### config.mk
export PLATFORM = sky130hd
export DESIGN_NAME = spi_eeprom_word_ctrl
export DESIGN_NICKNAME = d
export VERILOG_FILES = /design/src/rtl/spi_ee_pkg.sv /design/src/rtl/spi_ee_bounds.sv /design/src/rtl/spi_ee_shift.sv /design/src/rtl/spi_eeprom_word_ctrl.sv
export SDC_FILE = /design/constraint.sdc
export NUM_CORES = 1
export LEC_CHECK = 0
export CAP_MARGIN = 20
export CELL_PAD_IN_SITES_DETAIL_PLACEMENT = 0
export CELL_PAD_IN_SITES_GLOBAL_PLACEMENT = 1
export CORE_MARGIN = 2
export CORE_UTILIZATION = 41
export DETAILED_ROUTE_END_ITERATION = 10
export GPL_TIMING_DRIVEN = 0
export HOLD_SLACK_MARGIN = 0.15
export PLACE_DENSITY = 0.76
export SYNTH_ARGS = -nofsm -noshare
export SYNTH_HDL_FRONTEND = slang
export SYNTH_SLANG_ARGS = --single-unit
### constraint.sdc
create_clock -name clk -period 3.7 [get_ports clk]
set_input_delay 1.11 -clock clk [delete_from_list [all_inputs] [get_ports clk]]
set_output_delay 1.11 -clock clk [all_outputs]
set_load 0.01 [all_outputs]
### src/rtl/spi_ee_pkg.sv
package spi_ee_pkg;

    localparam logic [7:0] OPC_RDSR  = 8'h05;
    localparam logic [7:0] OPC_READ  = 8'h03;
    localparam logic [7:0] OPC_WRITE = 8'h02;
    localparam logic [7:0] OPC_WREN  = 8'h06;
    localparam logic [7:0] OPC_HIADR = 8'h08;

    typedef enum logic [1:0] {
        SH_IDLE,
        SH_SETUP,
        SH_HI,
        SH_LO
    } sh_ph_t;

    typedef enum logic [3:0] {
        S_IDLE,
        S_ACQ,
        S_PREP,
        S_POLL,
        S_STAT,
        S_SB,
        S_WREN,
        S_CMD,
        S_ADDR,
        S_RD,
        S_FETCH,
        S_WR,
        S_WAIT,
        S_REL,
        S_FIN
    } st_t;

endpackage

### src/rtl/spi_ee_bounds.sv
module spi_ee_bounds #(
    parameter int OFF_W     = 16,
    parameter int WORD_SIZE = 256
) (
    input  logic [OFF_W-1:0] offset_i,
    input  logic [OFF_W-1:0] count_i,
    output logic             bad_o
);
    localparam logic [OFF_W:0] LIMIT = (OFF_W+1)'(WORD_SIZE);

    logic [OFF_W:0] off_x;
    logic [OFF_W:0] cnt_x;
    logic [OFF_W:0] room;

    always_comb begin
        off_x = {1'b0, offset_i};
        cnt_x = {1'b0, count_i};
        room  = LIMIT - off_x;
        bad_o = (off_x >= LIMIT) || (cnt_x == '0) || (cnt_x > room);
    end
endmodule

### src/rtl/spi_ee_shift.sv
module spi_ee_shift
    import spi_ee_pkg::*;
#(
    parameter int HALF = 2,
    parameter int W    = 16,
    parameter int NB_W = $clog2(W + 1)
) (
    input  logic            clk,
    input  logic            rst_n,
    input  logic            start_i,
    input  logic            dir_in_i,
    input  logic [NB_W-1:0] nbits_i,
    input  logic [W-1:0]    tx_i,
    input  logic            miso_i,
    output logic            done_o,
    output logic [W-1:0]    rx_o,
    output logic            sck_o,
    output logic            mosi_o
);
    localparam int CNT_W = (HALF > 1) ? $clog2(HALF) : 1;

    typedef struct packed {
        sh_ph_t          ph;
        logic [CNT_W-1:0] cnt;
        logic [NB_W-1:0]  left;
        logic [W-1:0]     sh;
        logic [W-1:0]     rx;
        logic             dir_in;
        logic             sck;
        logic             mosi;
        logic             done;
    } sh_t;

    sh_t q, n;
    logic half_end;
    logic [W-1:0] aligned;

    assign half_end = (q.cnt == CNT_W'(HALF - 1));
    assign aligned  = tx_i << (NB_W'(W) - nbits_i);

    always_comb begin
        n      = q;
        n.done = 1'b0;
        case (q.ph)
            SH_IDLE: begin
                if (start_i) begin
                    n.sh     = aligned;
                    n.left   = nbits_i;
                    n.rx     = '0;
                    n.cnt    = '0;
                    n.dir_in = dir_in_i;
                    if (dir_in_i) begin
                        n.mosi = 1'b0;
                        n.sck  = 1'b1;
                        n.ph   = SH_HI;
                    end else begin
                        n.mosi = aligned[W-1];
                        n.ph   = SH_SETUP;
                    end
                end
            end
            SH_SETUP: begin
                if (half_end) begin
                    n.cnt = '0;
                    n.sck = 1'b1;
                    n.ph  = SH_HI;
                end else begin
                    n.cnt = q.cnt + 1'b1;
                end
            end
            SH_HI: begin
                if (half_end) begin
                    n.cnt = '0;
                    n.sck = 1'b0;
                    if (q.dir_in) n.rx = {q.rx[W-2:0], miso_i};
                    n.ph  = SH_LO;
                end else begin
                    n.cnt = q.cnt + 1'b1;
                end
            end
            default: begin
                if (half_end) begin
                    n.cnt = '0;
                    if (q.left == NB_W'(1)) begin
                        n.left = '0;
                        n.done = 1'b1;
                        n.mosi = 1'b0;
                        n.ph   = SH_IDLE;
                    end else begin
                        n.left = q.left - 1'b1;
                        if (q.dir_in) begin
                            n.sck = 1'b1;
                            n.ph  = SH_HI;
                        end else begin
                            n.sh   = q.sh << 1;
                            n.mosi = q.sh[W-2];
                            n.ph   = SH_SETUP;
                        end
                    end
                end else begin
                    n.cnt = q.cnt + 1'b1;
                end
            end
        endcase
    end

    always_ff @(posedge clk or negedge rst_n) begin
        if (!rst_n) begin
            q <= '{ph: SH_IDLE, default: '0};
        end else begin
            q <= n;
        end
    end

    assign done_o = q.done;
    assign rx_o   = q.rx;
    assign sck_o  = q.sck;
    assign mosi_o = q.mosi;

    // MOSI stays low for the whole of an input transfer
    p_in_mosi_low_r3: assert property (@(posedge clk) disable iff (!rst_n)
        (q.dir_in && q.ph != SH_IDLE) |-> !mosi_o);
    // data does not move while SCK is high in an output transfer
    p_out_hold_r2: assert property (@(posedge clk) disable iff (!rst_n)
        (q.ph == SH_HI && !q.dir_in && $past(q.ph) == SH_HI) |-> $stable(mosi_o));
    // the finished transfer leaves SCK and MOSI low
    p_done_quiet_r2: assert property (@(posedge clk) disable iff (!rst_n)
        done_o |-> (!sck_o && !mosi_o));
endmodule

### src/rtl/spi_eeprom_word_ctrl.sv
module spi_eeprom_word_ctrl
    import spi_ee_pkg::*;
#(
    parameter int OFF_W      = 16,
    parameter int WORD_SIZE  = 256,
    parameter int ADDR_BITS  = 8,
    parameter int OP_BITS    = 8,
    parameter int PAGE_BYTES = 16,
    parameter int HALF       = 2,
    parameter int WR_WAIT    = 2000000,
    parameter int STAT_RETRY = 1000,
    parameter int GNT_TRIES  = 1000
) (
    input  logic             clk,
    input  logic             rst_n,
    input  logic             start_i,
    input  logic             write_i,
    input  logic [OFF_W-1:0] offset_i,
    input  logic [OFF_W-1:0] count_i,
    output logic             busy_o,
    output logic             done_o,
    output logic             err_o,
    output logic             rd_valid_o,
    output logic [15:0]      rd_data_o,
    output logic             wr_ready_o,
    input  logic [15:0]      wr_data_i,
    output logic             nvm_req_o,
    input  logic             nvm_gnt_i,
    output logic             spi_csn_o,
    output logic             spi_sck_o,
    output logic             spi_mosi_o,
    input  logic             spi_miso_i
);
    localparam int NB_W     = 5;
    localparam int PW       = PAGE_BYTES / 2;
    localparam int PW_BITS  = (PW > 1) ? $clog2(PW) : 1;
    localparam int SB_LAST  = 2 * HALF - 1;
    localparam logic [OFF_W-1:0] PW_MASK = OFF_W'(PW - 1);

    typedef struct packed {
        st_t              st;
        st_t              ret;
        logic [31:0]      tmr;
        logic [31:0]      tries;
        logic             cs;
        logic             req;
        logic             is_wr;
        logic             fail;
        logic             launched;
        logic             go;
        logic [OFF_W-1:0] off;
        logic [OFF_W-1:0] left;
        logic [15:0]      wdata;
        logic [15:0]      rdata;
        logic             rvalid;
        logic             done;
        logic             err;
    } ctl_t;

    ctl_t q, n;

    logic             bad;
    logic             sh_dir_in;
    logic [NB_W-1:0]  sh_bits;
    logic [15:0]      sh_tx;
    logic             sh_done;
    logic [15:0]      sh_rx;
    logic [OFF_W:0]   baddr;
    logic [7:0]       opc_rw;
    logic             page_end;

    spi_ee_bounds #(.OFF_W(OFF_W), .WORD_SIZE(WORD_SIZE)) u_bounds (
        .offset_i (offset_i),
        .count_i  (count_i),
        .bad_o    (bad)
    );

    spi_ee_shift #(.HALF(HALF), .W(16), .NB_W(NB_W)) u_shift (
        .clk      (clk),
        .rst_n    (rst_n),
        .start_i  (q.go),
        .dir_in_i (sh_dir_in),
        .nbits_i  (sh_bits),
        .tx_i     (sh_tx),
        .miso_i   (spi_miso_i),
        .done_o   (sh_done),
        .rx_o     (sh_rx),
        .sck_o    (spi_sck_o),
        .mosi_o   (spi_mosi_o)
    );

    assign baddr    = {q.off, 1'b0};
    assign page_end = (((q.off + 1'b1) & PW_MASK) == '0) && (PW_BITS > 0);

    always_comb begin
        opc_rw = q.is_wr ? OPC_WRITE : OPC_READ;
        if ((ADDR_BITS == 8) && (q.off >= OFF_W'(128))) opc_rw = opc_rw | OPC_HIADR;
    end

    // Shift job selected by the current state; the engine latches it on go.
    always_comb begin
        sh_dir_in = 1'b0;
        sh_bits   = NB_W'(OP_BITS);
        sh_tx     = '0;
        case (q.st)
            S_POLL: sh_tx = 16'(OPC_RDSR);
            S_STAT: begin sh_dir_in = 1'b1; sh_bits = NB_W'(8); end
            S_WREN: sh_tx = 16'(OPC_WREN);
            S_CMD:  sh_tx = 16'(opc_rw);
            S_ADDR: begin sh_bits = NB_W'(ADDR_BITS); sh_tx = baddr[15:0]; end
            S_RD:   begin sh_dir_in = 1'b1; sh_bits = NB_W'(16); end
            S_WR:   begin sh_bits = NB_W'(16); sh_tx = {q.wdata[7:0], q.wdata[15:8]}; end
            default: ;
        endcase
    end

    always_comb begin
        n        = q;
        n.go     = 1'b0;
        n.done   = 1'b0;
        n.err    = 1'b0;
        n.rvalid = 1'b0;
        case (q.st)
            S_IDLE: begin
                if (start_i) begin
                    if (bad) begin
                        n.done = 1'b1;
                        n.err  = 1'b1;
                    end else begin
                        n.off   = offset_i;
                        n.left  = count_i;
                        n.is_wr = write_i;
                        n.fail  = 1'b0;
                        n.req   = 1'b1;
                        n.tries = '0;
                        n.st    = S_ACQ;
                    end
                end
            end
            S_ACQ: begin
                if (nvm_gnt_i) begin
                    n.cs  = 1'b0;
                    n.tmr = '0;
                    n.st  = S_PREP;
                end else if (q.tries == 32'(GNT_TRIES - 1)) begin
                    n.req  = 1'b0;
                    n.done = 1'b1;
                    n.err  = 1'b1;
                    n.st   = S_IDLE;
                end else begin
                    n.tries = q.tries + 32'd1;
                end
            end
            S_PREP: begin
                if (q.tmr == 32'(HALF - 1)) begin
                    n.tmr   = '0;
                    n.tries = '0;
                    n.st    = S_POLL;
                end else begin
                    n.tmr = q.tmr + 32'd1;
                end
            end
            S_SB: begin
                if (q.tmr == 32'(HALF - 1)) n.cs = 1'b0;
                if (q.tmr == 32'(SB_LAST)) begin
                    n.tmr = '0;
                    n.st  = q.ret;
                end else begin
                    n.tmr = q.tmr + 32'd1;
                end
            end
            S_FETCH: begin
                n.wdata = wr_data_i;
                n.st    = S_WR;
            end
            S_WAIT: begin
                if (q.tmr == 32'(WR_WAIT - 1)) begin
                    n.tmr = '0;
                    n.st  = S_REL;
                end else begin
                    n.tmr = q.tmr + 32'd1;
                end
            end
            S_REL: begin
                n.req = 1'b0;
                n.cs  = 1'b1;
                n.st  = S_FIN;
            end
            S_FIN: begin
                if (!q.fail && q.left != '0) begin
                    n.req   = 1'b1;
                    n.tries = '0;
                    n.st    = S_ACQ;
                end else begin
                    n.done = 1'b1;
                    n.err  = q.fail;
                    n.st   = S_IDLE;
                end
            end
            default: begin
                if (!q.launched) begin
                    n.go       = 1'b1;
                    n.launched = 1'b1;
                end else if (sh_done) begin
                    n.launched = 1'b0;
                    case (q.st)
                        S_POLL: n.st = S_STAT;
                        S_STAT: begin
                            if (!sh_rx[0]) begin
                                n.cs  = 1'b1;
                                n.tmr = '0;
                                n.ret = q.is_wr ? S_WREN : S_CMD;
                                n.st  = S_SB;
                            end else if (q.tries == 32'(STAT_RETRY - 1)) begin
                                n.fail = 1'b1;
                                n.st   = S_REL;
                            end else begin
                                n.tries = q.tries + 32'd1;
                                n.cs    = 1'b1;
                                n.tmr   = '0;
                                n.ret   = S_POLL;
                                n.st    = S_SB;
                            end
                        end
                        S_WREN: begin
                            n.cs  = 1'b1;
                            n.tmr = '0;
                            n.ret = S_CMD;
                            n.st  = S_SB;
                        end
                        S_CMD:  n.st = S_ADDR;
                        S_ADDR: n.st = q.is_wr ? S_FETCH : S_RD;
                        S_RD: begin
                            n.rvalid = 1'b1;
                            n.rdata  = {sh_rx[7:0], sh_rx[15:8]};
                            n.off    = q.off + 1'b1;
                            n.left   = q.left - 1'b1;
                            if (q.left == OFF_W'(1)) n.st = S_REL;
                        end
                        S_WR: begin
                            n.off  = q.off + 1'b1;
                            n.left = q.left - 1'b1;
                            if (q.left == OFF_W'(1) || page_end) begin
                                n.cs  = 1'b1;
                                n.tmr = '0;
                                n.st  = S_WAIT;
                            end else begin
                                n.st = S_FETCH;
                            end
                        end
                        default: n.st = S_IDLE;
                    endcase
                end
            end
        endcase
    end

    always_ff @(posedge clk or negedge rst_n) begin
        if (!rst_n) begin
            q <= '{st: S_IDLE, ret: S_IDLE, cs: 1'b1, default: '0};
        end else begin
            q <= n;
        end
    end

    assign busy_o     = (q.st != S_IDLE);
    assign done_o     = q.done;
    assign err_o      = q.err;
    assign rd_valid_o = q.rvalid;
    assign rd_data_o  = q.rdata;
    assign wr_ready_o = (q.st == S_FETCH);
    assign nvm_req_o  = q.req;
    assign spi_csn_o  = q.cs;

    // a rejected request completes at once with an error and no bus use
    p_reject_r1: assert property (@(posedge clk) disable iff (!rst_n)
        (start_i && !busy_o && bad) |=> (done_o && err_o && !nvm_req_o && spi_csn_o));
    // the serial clock only toggles while the device is selected
    p_sck_selected_r2: assert property (@(posedge clk) disable iff (!rst_n)
        spi_sck_o |-> !spi_csn_o);
    // selection is only possible while the bus request is held
    p_sel_needs_req_r10: assert property (@(posedge clk) disable iff (!rst_n)
        !spi_csn_o |-> nvm_req_o);
    // read words are presented while the read command is still open
    p_rd_in_cmd_r8: assert property (@(posedge clk) disable iff (!rst_n)
        rd_valid_o |-> (!spi_csn_o && !q.is_wr));
    // write words are only taken inside a selected write command
    p_wr_in_cmd_r9: assert property (@(posedge clk) disable iff (!rst_n)
        wr_ready_o |-> (!spi_csn_o && q.is_wr));
    // completion leaves the bus released
    p_done_released_r10: assert property (@(posedge clk) disable iff (!rst_n)
        done_o |-> (spi_csn_o && !nvm_req_o));
endmodule

==> impl_metrics.csv, run 1 <==
group,metric,value,unit
critical_path,endpoint_kind,"register",
sta,setup_viol,69,
critical_path,cp_cell_sequence,"buf_8 -> or4_4 -> o41ai_2 -> o21ai_1 -> ha_1 -> nand4_1 -> o221ai_1 -> a211oi_2 -> or2_4 -> a31oi_4 -> a211oi_4 -> buf_6 -> buf_12 -> buf_12 -> a31oi_4",
clock_network,htreeDepth,4,
placed_design,place_inst,1764,
layout,nFillCells,2664,
sta,slew_headroom,30.7,%
route,wl_met2,15600,um
layout,fin_nets,1525,
synth,synth_seq_cells,187,
die,io_pins,79,
clock_network,cts_buffers,17,
die,die_w,173,um
synth,async_reset_ff_share,100,%
clock_network,clk_pin_slew,0.07,ns
route,vias,10700,
placed_design,place_worst_setup_slack,-1.58,ns
synth,synth_fp_nets,1396,
sta,post-route-min-period,3.97,ns
placed_design,numPortBuffers,76,
sta,finalCritPeriodShare,107,%
critical_path,start_kind,"input port",
critical_path,r2r_start,"q[131]$_DFFE_PN0P_",
synth,synth.distinct_cells,86,
route,dr.max_layer_used,"met4",
route,routedWlPerCell,18.8,um
pwr,power.total,0.00401,W
route,drc,0,
global_route,antenna_found_initial,0,
critical_path,ff2ff_setup_slack,0.13,ns
die,die-height,173,um
layout,final_cell_mix,"dfrtp_1, nand2_1, nor2_1",
die,dieArea,0.0299,mm2
route,wl_met3,1790,um
pwr,p_per_area,282,mW/mm2
synth,yosysTopAreaCell,"dfrtp_1",
layout,multi_input_area,0.00673,mm2
sta,fin_worst_skew,0.0176,ns
sta,fmax,252,MHz
sta,report.final.slew_viol_count,0,
sta,holdWs,0.473,ns
hold_path,min_from,"u_shift.rx_o[15]$_DFFE_PN0P_",
synth,syn_inst,1309,
run_status,outcome,"complete, but fails checks",
critical_path,crit_buf_inv,4,
route,wl_met1,16400,um
synth,synth.top_cell.area_share,39.8,%
die,core-area,0.0279,mm2
layout,n_antenna_cell,0,
pwr,p_leak,5.81,nW
hold_path,whs_path_depth,2,
route,drt_pass1_iterations,6,
clock_network,clock_latency,0.44,ns
clock_network,tritoncts,"done",
global_route,grt_usage,23.0,%
critical_path,worst_path_largest_cell_delay,0.58,ns
route,drt_wl_total,34500,um
sta,worst_slew_pin_slew,1.03,ns
clock_network,ctsRootBufferMaster,"clkbuf_16",
clock_network,clockBufferDepth,2,
critical_path,slowest_stage,"or4_4",
layout,register_area,0.00468,mm2
sta,setup_ws,-0.266,ns
route,drtIter0Drc,944,
synth,ys.flop_type,"dfrtp_1",
critical_path,worstPathMaxFanout,5,
synth,ys_warn_count,0,
flow_run,maxCapViolations,0,
sta,hold_violations,0,
clock_network,clock_sinks,187,
die,rows,61,
synth,yosysSeqAreaShare,40.0,%
synth,synth-edff-count,0,
placed_design,gp_congestion,0.900,
critical_path,worst_r2r_endpoint,"q[104]$_DFFE_PN0P_",
synth,avgSynthCellArea,8.93,um2
route,ant_nets,0,
global_route,grt_overflow,0,
route,vias_per_cell,5.86,
synth,synthTopCellsByArea,"dfrtp_1, a31oi_4, nand2_1",
critical_path,cp_data_arrival_time,4.32,ns
sta,rsz0062_at_grt,"true",
placed_design,dpl.hpwl,24200,um
pwr,vdd_drop_max,0.240,mV
layout,area_growth,21.5,%
critical_path,cp.required,4.05,ns
hold_path,hold_class,"register to register",
global_route,grt_pass1_vias,10400,
layout,drive_gt1_share,15.7,%
critical_path,r2r_cells,8,
critical_path,crit_family,"compound AO/OA/AOI/OAI gates",
synth,synth_area,0.0117,mm2
run_status,failed_checks,"setup timing",
global_route,grt_max_degree,112,
global_route,grt_pass1_wl,56300,um
hold_path,min_to,"u_shift.rx_o[15]$_DFFE_PN0P_",
critical_path,worst-setup-path-type,"input port to register",
layout,final_common_cell,"dfrtp_1",
die,start_util,41.9,%
layout,instances_no_fill,1828,
cells in the mapped netlist (all sizes together), types with 8 or more instances:
| master | count |
|---|---|
| nand3 | 69 |
| buf | 28 |
| o21ai | 90 |
| nand2b | 13 |
| clkbuf | 56 |
| a31oi | 68 |
| or3 | 8 |
| ha | 33 |
| nor2 | 116 |
| nor2b | 8 |
| a41oi | 9 |
| mux2 | 38 |
| nor3 | 41 |
| a22oi | 14 |
| o31ai | 9 |
| dfrtp | 186 |
| o21a | 9 |
| nand2 | 145 |
| nand4 | 16 |
| nor4 | 30 |
| o22ai | 21 |
| and3 | 24 |
| a21oi | 107 |
| inv | 42 |
| a221oi | 8 |
| a211oi | 9 |
worst register-to-register path, cell delays in order, from the launching register on:
cell and delay [ns]:
dfrtp_1 0.43, nor4_1 0.39, nand4_1 0.25, nor4_1 0.71
o21ai_1 0.16, nor2_1 0.68, clkbuf_1 0.50, a21oi_1 0.19
a31oi_4 0.17
flip-flops by register name, summed over array words and instances (netlist names):
signal and flops:
nvm_req_o 1, u_shift.rx_o 16, u_shift.mosi_o 1, spi_csn_o 1, rd_data_o 16, u_shift.done_o 1, u_shift.q 23, baddr 16
u_shift.sck_o 1, rd_valid_o 1, u_shift.half_end 1, done_o 1, err_o 1, q 107
timing repair:
| action | in CTS | in global routing |
|---|---|---|
| setup endpoints to repair | 73 | 73 |
| hold buffers | 0 | 0 |
| pin swaps | 39 | 20 |
| buffers inserted | 29 | 4 |
| gates cloned | 4 | 0 |
| resized for setup | 113 | 25 |
worst max path at each step:
stage	startpoint	to	slack (ns)	depth (start not counted)
after global routing	offset_i[0]	q[74]$_DFFE_PN0P_	-0.37	20
final	offset_i[3]	q[92]$_DFFE_PN0P_	-0.27	15
after CTS	offset_i[2]	q[92]$_DFFE_PN0P_	-0.20	15
after floorplan	offset_i[4]	q[103]$_DFFE_PN0P_	-0.39	14
after detailed placement	offset_i[2]	q[49]$_DFFE_PN0P_	-1.58	13
after global placement	rst_n	q[46]$_DFFE_PN0P_	-6.78	1
through the flow:
stage | instance area (um2) | setup TNS, ns | util, %
5_1_grt | 14200 | -19.04 | 50.8
6_report | 14200 | -10.68 | 50.8
3_3_place_gp | 13000 | -1354.90 | 46.5
2_1_floorplan | 11800 | -18.85 | -
3_5_place_dp | 13000 | -96.86 | 46.6
4_1_cts | 14200 | -7.22 | 50.7
where the power goes:
group | leakage (nW) | switching (W) | internal [W]
sequential | 2.38 | 0.000000854 | 0.00204
combinational | 3.18 | 0.000132 | 0.000104
clock | 0.242 | 0.000831 | 0.000898
total | 5.81 | 0.000964 | 0.00305
routing by layer:
metal | vias to the layer above | track usage, %
met3 | 59 | 3.08
li1 | 5104 | -
met4 | 0 | 6.60
met2 | 364 | 36.1
met1 | 5182 | 33.3
met5 | - | 0
cell families after synthesis:
logic type                 after synthesis  share of synthesized area (%)
muxes                                   43                           4.20
buffers and inverters                  127                           4.93
adders and majority gates               33                           3.53
xor gates and xnor gates                11                          0.824
and+or+nand+nor                        508                           21.1
DFF                                    187                           40.0
AOI/OAI and AO/OA                      400                           25.4
area by class of cell:
cell class                 instances  share of cell area [%]
multi-input combinational        995                    47.4
sequential                       187                    33.0
timing repair buffer             113                    8.04
buffer                            81                    3.41
tap                              378                    3.33
clock buffer                      23                    3.30
inverter                          43                    1.14
clock inverter                     8                   0.449
Note: power is estimated with default switching activity, not from simulation.
==> inputs of run 2 (changes only) <==
--- a/config.mk
+++ b/config.mk
@@ -8,7 +8,6 @@
 export CAP_MARGIN = 20
 export CELL_PAD_IN_SITES_DETAIL_PLACEMENT = 0
 export CELL_PAD_IN_SITES_GLOBAL_PLACEMENT = 1
-export CORE_MARGIN = 2
 export CORE_UTILIZATION = 41
 export DETAILED_ROUTE_END_ITERATION = 10
 export GPL_TIMING_DRIVEN = 0
==> impl_metrics.csv, run 2 (synthesized netlist as in run 1, its figures left out) <==
group,metric,value,unit
global_route,grt_pass1_vias,10600,
pwr,clkPwrFrac,43.8,%
run_status,outcome,"complete, but fails checks",
die,start_util,41.9,%
clock_network,clock_latency,0.45,ns
sta,worst_slew_pin_slew,1.14,ns
placed_design,numPortBuffers,76,
layout,final_common_cell,"dfrtp_1",
critical_path,cp.required,4.08,ns
pwr,p_sw_share,25.9,%
placed_design,dpl.hpwl,23900,um
critical_path,worstPathMaxFanout,3,
run_status,failed_checks,"setup timing",
die,die-height,171,um
layout,nFillCells,2587,
sta,post-route-min-period,4.13,ns
pwr,p_int,0.00305,W
clock_network,clockBufferDepth,2,
placed_design,place_worst_setup_slack,-1.55,ns
critical_path,worst-setup-path-type,"input port to register",
critical_path,endpoint_kind,"register",
hold_path,hold_class,"register to register",
die,die_w,171,um
critical_path,slowest_stage,"a31oi_1",
sta,rsz0062_at_grt,"true",
global_route,grt_max_degree,113,
clock_network,clock_sinks,187,
die,core-area,0.0279,mm2
layout,largest_register_ffs,107,
route,routedWlPerCell,19.0,um
route,drt_wl_total,35300,um
route,vias_per_cell,5.86,
clock_network,clk_pin_slew,0.08,ns
pwr,netSwitchingPower,0.00107,W
layout,n_antenna_cell,0,
sta,setup_viol,71,
pwr,seqPwrFrac,49.6,%
sta,hold_violations,0,
global_route,grt_pass1_wl,57500,um
sta,finalCritPeriodShare,112,%
critical_path,start_kind,"input port",
layout,top_register,"q",
route,drc,0,
critical_path,path_common_cell,"buf_4",
pwr,combPwrFrac,6.6,%
global_route,antenna_found_initial,0,
sta,slew_headroom,23.5,%
layout,drive_gt1_share,19.8,%
die,io_pins,79,
clock_network,tritoncts,"done",
die,dieArea,0.0292,mm2
route,drt_pass1_iterations,5,
global_route,grt_usage,25.0,%
layout,area_growth,27.2,%
clock_network,cts_hold_buf,0,
critical_path,worst_path_largest_cell_delay,0.14,ns
layout,reg.largest.list,"q x107, u_shift.q x23",
die,rows,61,
placed_design,gp_congestion,0.907,
clock_network,htreeDepth,4,
route,vias,10900,
clock_network,ctsRootBufferMaster,"clkbuf_16",
route,ant_nets,0,
route,drtIter0Drc,963,
clock_network,cts_buffers,17,
pwr,p_per_area,277,mW/mm2
layout,final_cell_mix,"dfrtp_1, nand2_1, nor2_1",
pwr,p_leak,6.09,nW
sta,fin_worst_skew,0.0141,ns
sta,holdWs,0.474,ns
critical_path,cp_data_arrival_time,4.51,ns
pwr,vdd_drop_max,0.216,mV
sta,setup_ws,-0.433,ns
sta,fmax,242,MHz
global_route,grt_overflow,0,
layout,fin_nets,1561,
flow_run,maxCapViolations,0,
sta,report.final.slew_viol_count,0,
[run 2: changes by cell type in the layout (fill, tap and decap cells not counted), sizes merged, moves of 3 or more]
cell / previous run / this run
clkbuf: 79 / 71
buf: 73 / 106
inv: 43 / 50
clkinv: 3 / 6
dlygate4sd2: 1 / 4
clkinvlp: 5 / 1
[run 2: stage by stage]
stage | setup TNS (ns) | cells | power (W) | cell area, um2 | util (%)
after CTS | -15.83 | 1857 | 0.00414 | 14600 | 52.2
final | -20.98 | 1864 | 0.00412 | 14900 | 53.2
after detailed placement | -96.15 | 1764 | 0.00230 | 13000 | 46.6
after global placement | -1356.39 | 1763 | 0.00229 | 13000 | 46.5
after global routing | -30.70 | 1864 | 0.00426 | 14900 | 53.2
after floorplan | -18.85 | 1309 | 0.00216 | 11800 | -
[run 2: area by class of cell]
cell class / count / area [um2] / share of cell area [%]
Buffer: 80 / 475 / 3.20
Clock buffer: 17 / 425 / 2.86
Clock inverter: 14 / 133 / 0.892
Inverter: 43 / 164 / 1.10
Multi-Input combinational cell: 996 / 6990 / 47.0
Sequential cell: 187 / 4680 / 31.5
Tap cell: 378 / 473 / 3.18
Timing Repair Buffer: 149 / 1530 / 10.3
[run 2: repair_timing]
action                     in CTS  in global routing
setup endpoints to repair      73                 73
pin swaps                      58                 30
gates cloned                    7                  1
setup buffers                  58                 11
resized for setup             134                 57
[run 2: path summary, 6_finish.rpt]
path | slack, ns | cells past startpoint | end | startpoint
setup / recovery | -0.43 | 29 | baddr[1]$_DFFE_PN0P_ | offset_i[0]
setup reg to reg | -0.02 | 8 | q[35]$_DFFE_PN0P_ | q[143]$_DFFE_PN0P_
min in group asynchronous | 0.61 | 1 | q[122]$_DFFE_PN0P_ | rst_n
max in group asynchronous | 2.10 | 2 | nvm_req_o$_DFFE_PN0P_ | rst_n
hold / removal | 0.47 | 2 | u_shift.rx_o[15]$_DFFE_PN0P_ | u_shift.rx_o[15]$_DFFE_PN0P_
hold reg to reg | 0.47 | 2 | u_shift.rx_o[15]$_DFFE_PN0P_ | u_shift.rx_o[15]$_DFFE_PN0P_
[run 2: per-layer routing]
layer  vias to the layer above  wire length [um]  global-route usage (%)
met3                        54              2050                    4.23
li1                       5173                 -                       -
met5                         -                 0                       0
met2                       361             16100                    39.5
met4                         0               686                    7.22
met1                      5341             16400                    35.2
[run 2: power groups by stage]
stage	logic [W]	registers, W	clock network [W]
2_1_floorplan	0.0000709	0.00208	0
3_3_place_gp	0.000207	0.00209	0
3_5_place_dp	0.000214	0.00208	0
4_1_cts	0.000261	0.00204	0.00184
5_1_grt	0.000297	0.00204	0.00192
6_report	0.000272	0.00204	0.00181
[run 2: critical path: cells and delay by family]
| kind | cells | cell delay (ns) |
|---|---|---|
| compound gates | 1 | 0.14 |
| buf+inv | 28 | 3.25 |
